**config.mk**
```make
export PLATFORM = sky130hd
export DESIGN_NAME = prio_irq_ctrl
export DESIGN_NICKNAME = d
export VERILOG_FILES = /design/src/rtl/prio_irq_pkg.sv /design/src/rtl/prio_irq_det.sv /design/src/rtl/prio_irq_arb.sv /design/src/rtl/prio_irq_ctrl.sv
export SDC_FILE = /design/constraint.sdc
export NUM_CORES = 1
export LEC_CHECK = 0
export BUFFER_PORTS_ARGS = -buffer_cell sky130_fd_sc_hd__buf_2
export CAP_MARGIN = 20
export CORE_UTILIZATION = 57
export CTS_BUF_LIST = sky130_fd_sc_hd__clkbuf_8
export DETAILED_ROUTE_END_ITERATION = 8
export GPL_ROUTABILITY_DRIVEN = 0
export HOLD_SLACK_MARGIN = 0.03
export PLACE_DENSITY_LB_ADDON = 0.25
export SYNTH_ARGS = -nofsm -noshare
export SYNTH_HDL_FRONTEND = slang
export SYNTH_SLANG_ARGS = --single-unit
```
**constraint.sdc**
```tcl
create_clock -name clk_i -period 22.6 [get_ports clk_i]
set_clock_uncertainty 0.2 [all_clocks]
set_input_delay 2.26 -clock clk_i [delete_from_list [all_inputs] [get_ports clk_i]]
set_output_delay 2.26 -clock clk_i [all_outputs]
set_load 0.03 [all_outputs]
```
**src/rtl/prio_irq_pkg.sv**
```systemverilog
package prio_irq_pkg;
  localparam int unsigned PRIO_W  = 4;
  localparam int unsigned MODE_W  = 2;
  localparam int unsigned ADDR_W  = 5;
  localparam int unsigned MODE_BASE = 24;

  typedef enum logic [MODE_W-1:0] {
    DET_LOW  = 2'd0,
    DET_FALL = 2'd1,
    DET_RISE = 2'd2,
    DET_BOTH = 2'd3
  } det_mode_e;
endpackage

```
**src/rtl/prio_irq_det.sv**
```systemverilog
module prio_irq_det
  import prio_irq_pkg::*;
#(
  parameter logic IDLE = 1'b1
) (
  input  logic      clk_i,
  input  logic      rst_ni,
  input  logic      pin_i,
  input  det_mode_e mode_i,
  input  logic      clr_i,
  output logic      pend_o
);
  logic smp_q, prv_q, lat_q, hit;

  always_comb begin
    unique case (mode_i)
      DET_FALL: hit = prv_q & ~smp_q;
      DET_RISE: hit = ~prv_q & smp_q;
      DET_BOTH: hit = prv_q ^ smp_q;
      default:  hit = 1'b0;
    endcase
  end

  always_ff @(posedge clk_i or negedge rst_ni) begin
    if (!rst_ni) begin
      smp_q <= IDLE;
      prv_q <= IDLE;
      lat_q <= 1'b0;
    end else begin
      smp_q <= pin_i;
      prv_q <= smp_q;
      // a new edge wins over a simultaneous clear
      lat_q <= (mode_i != DET_LOW) & (hit | (lat_q & ~clr_i));
    end
  end

  assign pend_o = (mode_i == DET_LOW) ? ~smp_q : lat_q;

  p_edge_clear_r7: assert property (@(posedge clk_i) disable iff (!rst_ni)
    (clr_i && !hit && mode_i != DET_LOW) |=> (!pend_o || mode_i == DET_LOW));
endmodule

```
**src/rtl/prio_irq_arb.sv**
```systemverilog
module prio_irq_arb
  import prio_irq_pkg::*;
#(
  parameter int unsigned N_SRC = 13,
  localparam int unsigned IDX_W = $clog2(N_SRC)
) (
  input  logic [N_SRC-1:0][PRIO_W-1:0] lvl_i,
  input  logic [PRIO_W-1:0]            mask_i,
  output logic                         hit_o,
  output logic [IDX_W-1:0]             idx_o,
  output logic [PRIO_W-1:0]            lvl_o
);
  always_comb begin
    lvl_o = '0;
    idx_o = '0;
    for (int i = 0; i < N_SRC; i++) begin
      // strict compare keeps the lowest index on ties
      if (lvl_i[i] > lvl_o) begin
        lvl_o = lvl_i[i];
        idx_o = IDX_W'(i);
      end
    end
    hit_o = lvl_o > mask_i;
  end
endmodule

```
**src/rtl/prio_irq_ctrl.sv**
```systemverilog
module prio_irq_ctrl
  import prio_irq_pkg::*;
#(
  parameter int unsigned N_IRQ    = 8,
  parameter int unsigned N_PIN    = 8,
  parameter int unsigned N_PER    = 4,
  parameter logic [7:0]  VEC_BASE = 8'd64,
  parameter logic [7:0]  NMI_VEC  = 8'd11
) (
  input  logic              clk_i,
  input  logic              rst_ni,
  input  logic              nmi_i,
  input  logic [N_IRQ-1:0]  irq_i,
  input  logic [N_PIN-1:0]  pin_i,
  input  logic [N_PER-1:0]  per_req_i,
  input  logic [3:0]        mask_i,
  input  logic              wr_en_i,
  input  logic [4:0]        wr_addr_i,
  input  logic [3:0]        wr_data_i,
  input  logic              ack_i,
  output logic              req_o,
  output logic [4:0]        level_o,
  output logic [7:0]        vector_o,
  output logic              bank_save_o,
  output logic [N_PIN-1:0]  pin_pend_o
);
  localparam int unsigned PIN_IDX = N_IRQ;
  localparam int unsigned PER_IDX = N_IRQ + 1;
  localparam int unsigned N_SRC   = N_IRQ + 1 + N_PER;
  localparam int unsigned IDX_W   = $clog2(N_SRC);

  logic [N_SRC-1:0][PRIO_W-1:0] prio_q;
  det_mode_e [N_IRQ-1:0]        mode_q;
  logic [N_SRC-1:0]             src_pend;
  logic [N_SRC-1:0][PRIO_W-1:0] eff_lvl;
  logic [N_IRQ-1:0]             irq_pend, irq_clr;
  logic                         nmi_pend, nmi_clr, pin_clr;
  logic                         hit;
  logic [IDX_W-1:0]             win_idx;
  logic [PRIO_W-1:0]            win_lvl;
  logic                         take;

  // configuration registers
  always_ff @(posedge clk_i or negedge rst_ni) begin
    if (!rst_ni) begin
      prio_q <= '0;
      mode_q <= {N_IRQ{DET_LOW}};
    end else if (wr_en_i) begin
      for (int i = 0; i < N_SRC; i++)
        if (wr_addr_i == ADDR_W'(i)) prio_q[i] <= wr_data_i;
      for (int k = 0; k < N_IRQ; k++)
        if (wr_addr_i == ADDR_W'(MODE_BASE + k)) mode_q[k] <= det_mode_e'(wr_data_i[1:0]);
    end
  end

  // detection
  prio_irq_det #(.IDLE(1'b0)) u_nmi (
    .clk_i, .rst_ni, .pin_i(nmi_i), .mode_i(DET_RISE), .clr_i(nmi_clr), .pend_o(nmi_pend)
  );

  for (genvar k = 0; k < N_IRQ; k++) begin : g_irq
    prio_irq_det #(.IDLE(1'b1)) u_det (
      .clk_i, .rst_ni, .pin_i(irq_i[k]), .mode_i(mode_q[k]),
      .clr_i(irq_clr[k]), .pend_o(irq_pend[k])
    );
    assign irq_clr[k] = take & ~nmi_pend & (win_idx == IDX_W'(k));
  end

  for (genvar p = 0; p < N_PIN; p++) begin : g_pin
    prio_irq_det #(.IDLE(1'b1)) u_det (
      .clk_i, .rst_ni, .pin_i(pin_i[p]), .mode_i(DET_FALL),
      .clr_i(pin_clr), .pend_o(pin_pend_o[p])
    );
  end

  assign src_pend = {per_req_i, |pin_pend_o, irq_pend};

  for (genvar i = 0; i < N_SRC; i++) begin : g_eff
    assign eff_lvl[i] = src_pend[i] ? prio_q[i] : '0;
  end

  prio_irq_arb #(.N_SRC(N_SRC)) u_arb (
    .lvl_i(eff_lvl), .mask_i, .hit_o(hit), .idx_o(win_idx), .lvl_o(win_lvl)
  );

  assign req_o    = nmi_pend | hit;
  assign level_o  = nmi_pend ? 5'd16 : {1'b0, win_lvl};
  assign vector_o = nmi_pend ? NMI_VEC : VEC_BASE + 8'(win_idx);

  assign take    = ack_i & req_o;
  assign nmi_clr = take & nmi_pend;
  assign pin_clr = take & ~nmi_pend & (win_idx == IDX_W'(PIN_IDX));

  always_ff @(posedge clk_i or negedge rst_ni) begin
    if (!rst_ni) bank_save_o <= 1'b0;
    else         bank_save_o <= take;
  end

  p_nmi_top_r2: assert property (@(posedge clk_i) disable iff (!rst_ni)
    nmi_pend |-> (req_o && level_o == 5'd16 && vector_o == NMI_VEC));
  p_mask_strict_r3: assert property (@(posedge clk_i) disable iff (!rst_ni)
    (req_o && level_o != 5'd16) |-> (level_o[3:0] > mask_i));
  p_no_zero_lvl_r3: assert property (@(posedge clk_i) disable iff (!rst_ni)
    req_o |-> level_o != 5'd0);
  p_bank_after_req_r9: assert property (@(posedge clk_i) disable iff (!rst_ni)
    bank_save_o |-> $past(req_o));
  p_pin_cleared_r8: assert property (@(posedge clk_i) disable iff (!rst_ni)
    (pin_clr && $stable(pin_i)) |=> ($countones(pin_pend_o) <= $countones(~$past(pin_i))));
  initial assert (PER_IDX + N_PER <= MODE_BASE);
endmodule

```
==> results_dict.tcl, run 1 <==
set metrics [dict create \
    status "completed" \
    async_flop_share_pct 100 \
    fin_setup_tns_ps 0 \
    end_kind "primary output" \
    synth_edf_count 0 \
    fin_nets 993 \
    synth.cell_area_um2 7880 \
    fp-row-count 42 \
    dp.cells 1026 \
    cts_buffer_depth 2 \
    fmax_mhz 45.0 \
    grt_antenna_before_repair 0 \
    drc 0 \
    synth_seq_cells 120 \
    io_pins 61 \
    drive_above_1_share_pct 35.0 \
    numCtsBuffers 17 \
    area_growth_pct 18.5 \
    worstPathArrival_ps 19770 \
    yosys_warnings 0 \
    hpwl_mm 14.2 \
    crit_type "reg -> out" \
    grtUsageTotal_pct 28.6 \
    crit_top_cell "ha_1" \
    cts_hold_buf 0 \
    first_iter_violations 604 \
    die_h_um 120 \
    grt_first_pass_wirelength_mm 32.3 \
    worst_slew_margin_rel_pct 9.87 \
    vias 6785 \
    grt_overflow 0 \
    placed_area_um2 8300 \
    path_clk_slew_ps 80 \
    post-route-period-util_pct 98.4 \
    antenna_left 0 \
    clk_latency_ps 440 \
    ys.flop_type "dfrtp_1" \
    initial_core_util_pct 59.0 \
    setup_viol 0 \
    min_path_type "reg -> reg" \
    synth_cells 811 \
    layout.cells.non_filler 1091 \
    syn_avg_cell_area_um2 9.71 \
    timing.rr.start "mode_q[3]" \
    grt_max_degree 66 \
    grt_pass1_vias 6664 \
    drv_cap 0 \
    slowest_stage "dfrtp_2" \
    cp-start-kind "flop" \
    cp-startpoint "mode_q[3]" \
    hold_viol 0 \
    viasPerCell 6.22 \
    core_area_um2 13300 \
    cts.htree.levels 4 \
    die_x_um 120 \
    crit_fanout 8 \
    cts_root_buffer "clkbuf_8" \
    design_area_um2 9340 \
    slew_viol_final 0 \
    min_period_ps 22230 \
    firstDrtPassIters 5 \
    required_ps 20140 \
    wl_per_cell_um 19.0 \
    ys_seq_area_share_pct 38.6 \
    min_from "g_pin[0].u_det.smp_q" \
    fillers 995 \
    cts_sinks 120 \
    antenna_cells 0 \
    fp.dieArea_um2 14300 \
    worst_slew_pin_slew_ps 1330 \
    cts_tree "built" \
    wirelength_mm 20.7 \
    synthDistinctLibCells 86 \
    cp_slowest_stage_delay_ps 440 \
    port_buffers 57 \
]
==> final cells by class <==
class	count	area [um2]	area share, %
multi-input combinational	592	4780	51.2
sequential	120	3050	32.6
timing repair buffer	97	594	6.36
inverter	74	278	2.97
clock buffer	18	248	2.65
tap	176	220	2.36
clock inverter	14	174	1.86
==> cells in the final DEF, fill, tap and decap left out, drive strengths merged, types with 13 or more instances in the layout <==
cell,Yosys,layout
and2,27,27
nor2b,14,14
a21oi,26,26
inv,73,76
ha,53,53
nand3,22,22
dfstp,32,32
nor3,13,13
nand2,100,100
dfrtp,88,88
mux2,77,77
mux2i,17,17
o22ai,13,13
clkbuf,10,18
buf,17,97
o21ai,31,31
nor2,37,37
==> timing repair <==
| action | CTS | global route |
|---|---|---|
| endpoints found under the setup margin | 9 | 23 |
| pin swaps | 9 | 23 |
| buffers inserted | 13 | 20 |
| resized for setup | 21 | 66 |
==> worst max-delay path: cells and delay by family, from the launching register on <==
kind | cells | cell delay (ps)
AO/OA/AOI/OAI | 38 | 6690
adder cells (fa/ha/maj) | 15 | 4490
AND/OR/NAND/NOR | 29 | 4180
multiplexers | 10 | 2780
buffers and inverters | 7 | 720
flip-flops | 1 | 440
==> metal layers <==
layer  part of all wire (%)  up-vias  wire length [um]  GRT usage, %
met5                      0        -                 0             0
met2                     50      278             10400          48.9
met1                     42     3362              8700          35.4
met3                    5.7       44              1180          6.42
li1                       -     3101                 -             -
met4                    1.9        0               401          10.0
==> metrics by stage <==
stage / setup WS, ps / utilization [%] / hold WS, ps
global route: -395 / 70.0 / 173
detailed placement: -468 / 62.2 / 157
CTS: 35.6 / 66.8 / 169
finish: 369 / 70.0 / 169
floorplan: 747 / - / 154
global placement: 396 / 62.2 / 155
==> registers in the layout, indices dropped and copies added (netlist names) <==
| name | flops |
|---|---|
| g_irq.u_det.smp_q | 8 |
| g_pin.u_det.prv_q | 8 |
| u_nmi.smp_q | 1 |
| u_nmi.lat_q | 1 |
| g_pin.u_det.smp_q | 8 |
| g_pin.u_det.lat_q | 8 |
| g_irq.u_det.lat_q | 8 |
| mode_q | 16 |
| u_nmi.prv_q | 1 |
| prio_q | 52 |
| g_irq.u_det.prv_q | 8 |
| bank_save_o | 1 |
==> cells in the mapped netlist, drive strengths merged, types with 5 or more instances <==
cell type / count / area [um2]
o211ai: 11 / 87.6
nor2b: 14 / 87.6
dfstp: 32 / 841
or3: 5 / 31.3
nor3: 13 / 70.1
o21ai: 31 / 159
and3: 5 / 36.3
o21bai: 5 / 37.5
o21a: 11 / 82.6
mux2i: 17 / 174
or2: 6 / 37.5
mux2: 77 / 875
dfrtp: 88 / 2200
nand3: 22 / 110
nand2: 100 / 375
nor2: 37 / 139
and2: 27 / 169
o22ai: 13 / 81.3
inv: 73 / 274
a31oi: 8 / 71.3
a21o: 7 / 52.6
nor4: 6 / 52.6
o31ai: 8 / 65.1
ha: 53 / 663
and4: 6 / 55.1
a21oi: 26 / 145
clkbuf: 10 / 37.5
a211oi: 7 / 52.6
buf: 17 / 111
o221ai: 7 / 61.3
nand2b: 6 / 37.5
==> worst paths after layout <==
| check | end | slack (ps) | depth (start not counted) |
|---|---|---|---|
| max reg2reg | g_irq[3].u_det.lat_q | 1700 | 108 |
| max | req_o | 370 | 99 |
| max in group asynchronous | mode_q[2] | 19250 | 2 |
| min reg2reg | g_pin[0].u_det.prv_q | 170 | 0 |
| min | g_pin[0].u_det.prv_q | 170 | 0 |
| min in group asynchronous | prio_q[7] | 1650 | 1 |
==> cell families after synthesis <==
kind of cell    share of synthesized area (%)
simple gates                             16.8
compound gates                           16.8
flops                                    38.6
buf+inv                                  5.42
mux                                      13.3
fa+ha+maj                                8.67
xor+xnor                                0.334
other cells                            0.0476
Power of run 1 is not shown: default switching activity piles up to over one toggle a cycle in this logic, so the estimate is an artifact.
==> run 2, diff against run 1 <==
- SYNTH_HIERARCHICAL: default -> 1
==> run 2 against run 1 <==
The run now ends with DRC left. Sequential cell count stayed put. Synthesized area up 9.1%. Sequential share of layout area shrank 3.5 points. Die area grew 9.0%. Final cell count increased by 17%. First-iteration DRC count decreased by 24%. Maximum frequency is 1.3% higher. Register-to-register slack gained 480 ps.
==> results_dict.tcl, run 2 <==
set metrics [dict create \
    hpwl_mm 14.5 \
    die_h_um 125 \
    cp_slowest_stage_delay_ps 430 \
    worstPathArrival_ps 19480 \
    yosys.area.top_type "dfrtp_1" \
    regMostFlops "prio_q" \
    yosys_warnings 6 \
    design_area_um2 10500 \
    async_flop_share_pct 100 \
    area_growth_pct 21.6 \
    largest_reg_flops 52 \
    worst_slew_pin_slew_ps 989 \
    post-route-period-util_pct 97.1 \
    antenna_cells 0 \
    grt_overflow 0 \
    synth_top_area_share_pct 25.6 \
    grt_first_pass_wirelength_mm 31.6 \
    mostFrequentLayoutCell "nor2_1" \
    slew_viol_final 0 \
    first_iter_violations 458 \
    synthMostInstantiatedCell "nor2_1" \
    cts_root_buffer "clkbuf_8" \
    antenna_left 0 \
    min_period_ps 21940 \
    cp-start-kind "flop" \
    clk_latency_ps 440 \
    fmax_mhz 45.6 \
    critical_path.top_delay_family "compound AO/OA/AOI/OAI gates" \
    crit_fanout 6 \
    crit_type "reg -> out" \
    violations "DRC" \
    status "complete, but fails checks" \
    fillers 1065 \
    grt_antenna_before_repair 0 \
    final_cell_mix "90 x nor2_1, 86 x dfrtp_1, 78 x inv_1" \
    grt_max_degree 79 \
    placed_area_um2 9510 \
    critPathBufInv 13 \
    synth_common_cells "93 x nor2_1, 88 x dfrtp_1, 77 x inv_1, 76 x mux2_2, 72 x ha_1" \
    grt_pass1_vias 6618 \
    die_x_um 125 \
    core_area_um2 14600 \
    drive_above_1_share_pct 32.7 \
    hold_viol 0 \
    syn_avg_cell_area_um2 9.40 \
    end_kind "primary output" \
    drv_cap 0 \
    viasPerCell 5.59 \
    io_pins 61 \
    cts_tree "built" \
    utilization_pct 71.4 \
    cts_sinks 120 \
    grtUsageTotal_pct 25.6 \
    drc 8 \
    synth_edf_count 0 \
    synth_seq_cells 120 \
    layout_setup_ws_ps 662 \
    min_path_type "reg -> reg" \
    slowest_stage "dfrtp_2" \
    wirelength_mm 20.1 \
    worst_slew_margin_rel_pct 34.1 \
    synthDistinctLibCells 88 \
    hold_path_depth 0 \
    synth.cell_area_um2 8600 \
    setup_viol 0 \
    place_worst_setup_slack_ps 29.1 \
    synth_area_leaders "dfrtp_1 26%, ha_1 10%, mux2_2 10%" \
    fp.dieArea_um2 15600 \
    cts.htree.levels 4 \
    initial_core_util_pct 58.7 \
    top_regs "prio_q (52), mode_q (16)" \
    fp-row-count 44 \
    required_ps 20140 \
    cp.depth 109 \
    synth_cells 914 \
    wl_per_cell_um 15.7 \
    firstDrtPassIters 7 \
    ys_seq_area_share_pct 35.4 \
    cts_buffer_depth 2 \
    reg2reg_depth 118 \
    fin_nets 1192 \
    port_buffers 57 \
    numCtsBuffers 17 \
    vias 7146 \
    ys.flop_type "dfrtp_1" \
    path_clk_slew_ps 70 \
]
## run 2: cell types whose count changed after synthesis, sizes merged, moves of 7 or more
cell and delta:
a21boi +19, buf -10, ha +19, nand2b +20
o22ai -12, and2 +39, a21oi +29, nand3 +14
o221ai -7, mux2i -11, nand2 -57, nor2 +56
o21ai +19
## run 2: layer usage
| metal | vias up | share of wire, % | GRT usage, % |
|---|---|---|---|
| met5 | - | 0 | 0 |
| met4 | 0 | 1.2 | 7.92 |
| met3 | 20 | 4.0 | 3.91 |
| met2 | 169 | 49 | 42.2 |
| met1 | 3450 | 46 | 34.7 |
| li1 | 3507 | - | - |
## run 2: cell families after synthesis
family / Yosys count / synth area share (%)
compound gates: 199 / 16.4
fa+ha+maj: 74 / 10.7
buf+inv: 94 / 4.45
simple gates: 335 / 21.0
mux: 88 / 11.7
flops: 120 / 35.4
other cells: 2 / 0.0874
xor+xnor: 2 / 0.204
## run 2: final cells by class
class | instances | area [um2] | area share (%)
Clock buffer | 21 | 289 | 2.77
Clock inverter | 11 | 129 | 1.23
Tap cell | 184 | 230 | 2.20
Timing Repair Buffer | 111 | 699 | 6.69
Inverter | 77 | 289 | 2.77
Sequential cell | 120 | 3050 | 29.1
Multi-Input combinational cell | 755 | 5770 | 55.2
## run 2: final timing paths
check | from | to | slack, ps
max | mode_q[0] | req_o | 660
min | g_irq[2].u_det/smp_q | g_irq[2].u_det/prv_q | 180
max reg2reg | mode_q[0] | g_pin[2].u_det/lat_q | 2180
min reg2reg | g_irq[2].u_det/smp_q | g_irq[2].u_det/prv_q | 180
max in group asynchronous | rst_ni | mode_q[0] | 19160
min in group asynchronous | rst_ni | g_pin[4].u_det/lat_q | 1610
## run 2: through the flow
stage	setup TNS (ps)	std cells	hold slack, ps
global route	-241	1279	183
detailed placement	0	1231	178
finish	0	1279	182
CTS	0	1264	180
floorplan	0	969	170
global placement	0	1231	177
## run 2: timing repair
action | 4_1_cts | 5_1_grt
pin swaps | 2 | 27
endpoints found under the setup margin | 2 | 19
hold buffers | 0 | 0
gates resized for setup | 12 | 75
buffers inserted | 1 | 15
Power of run 2 is left out for the same reason.
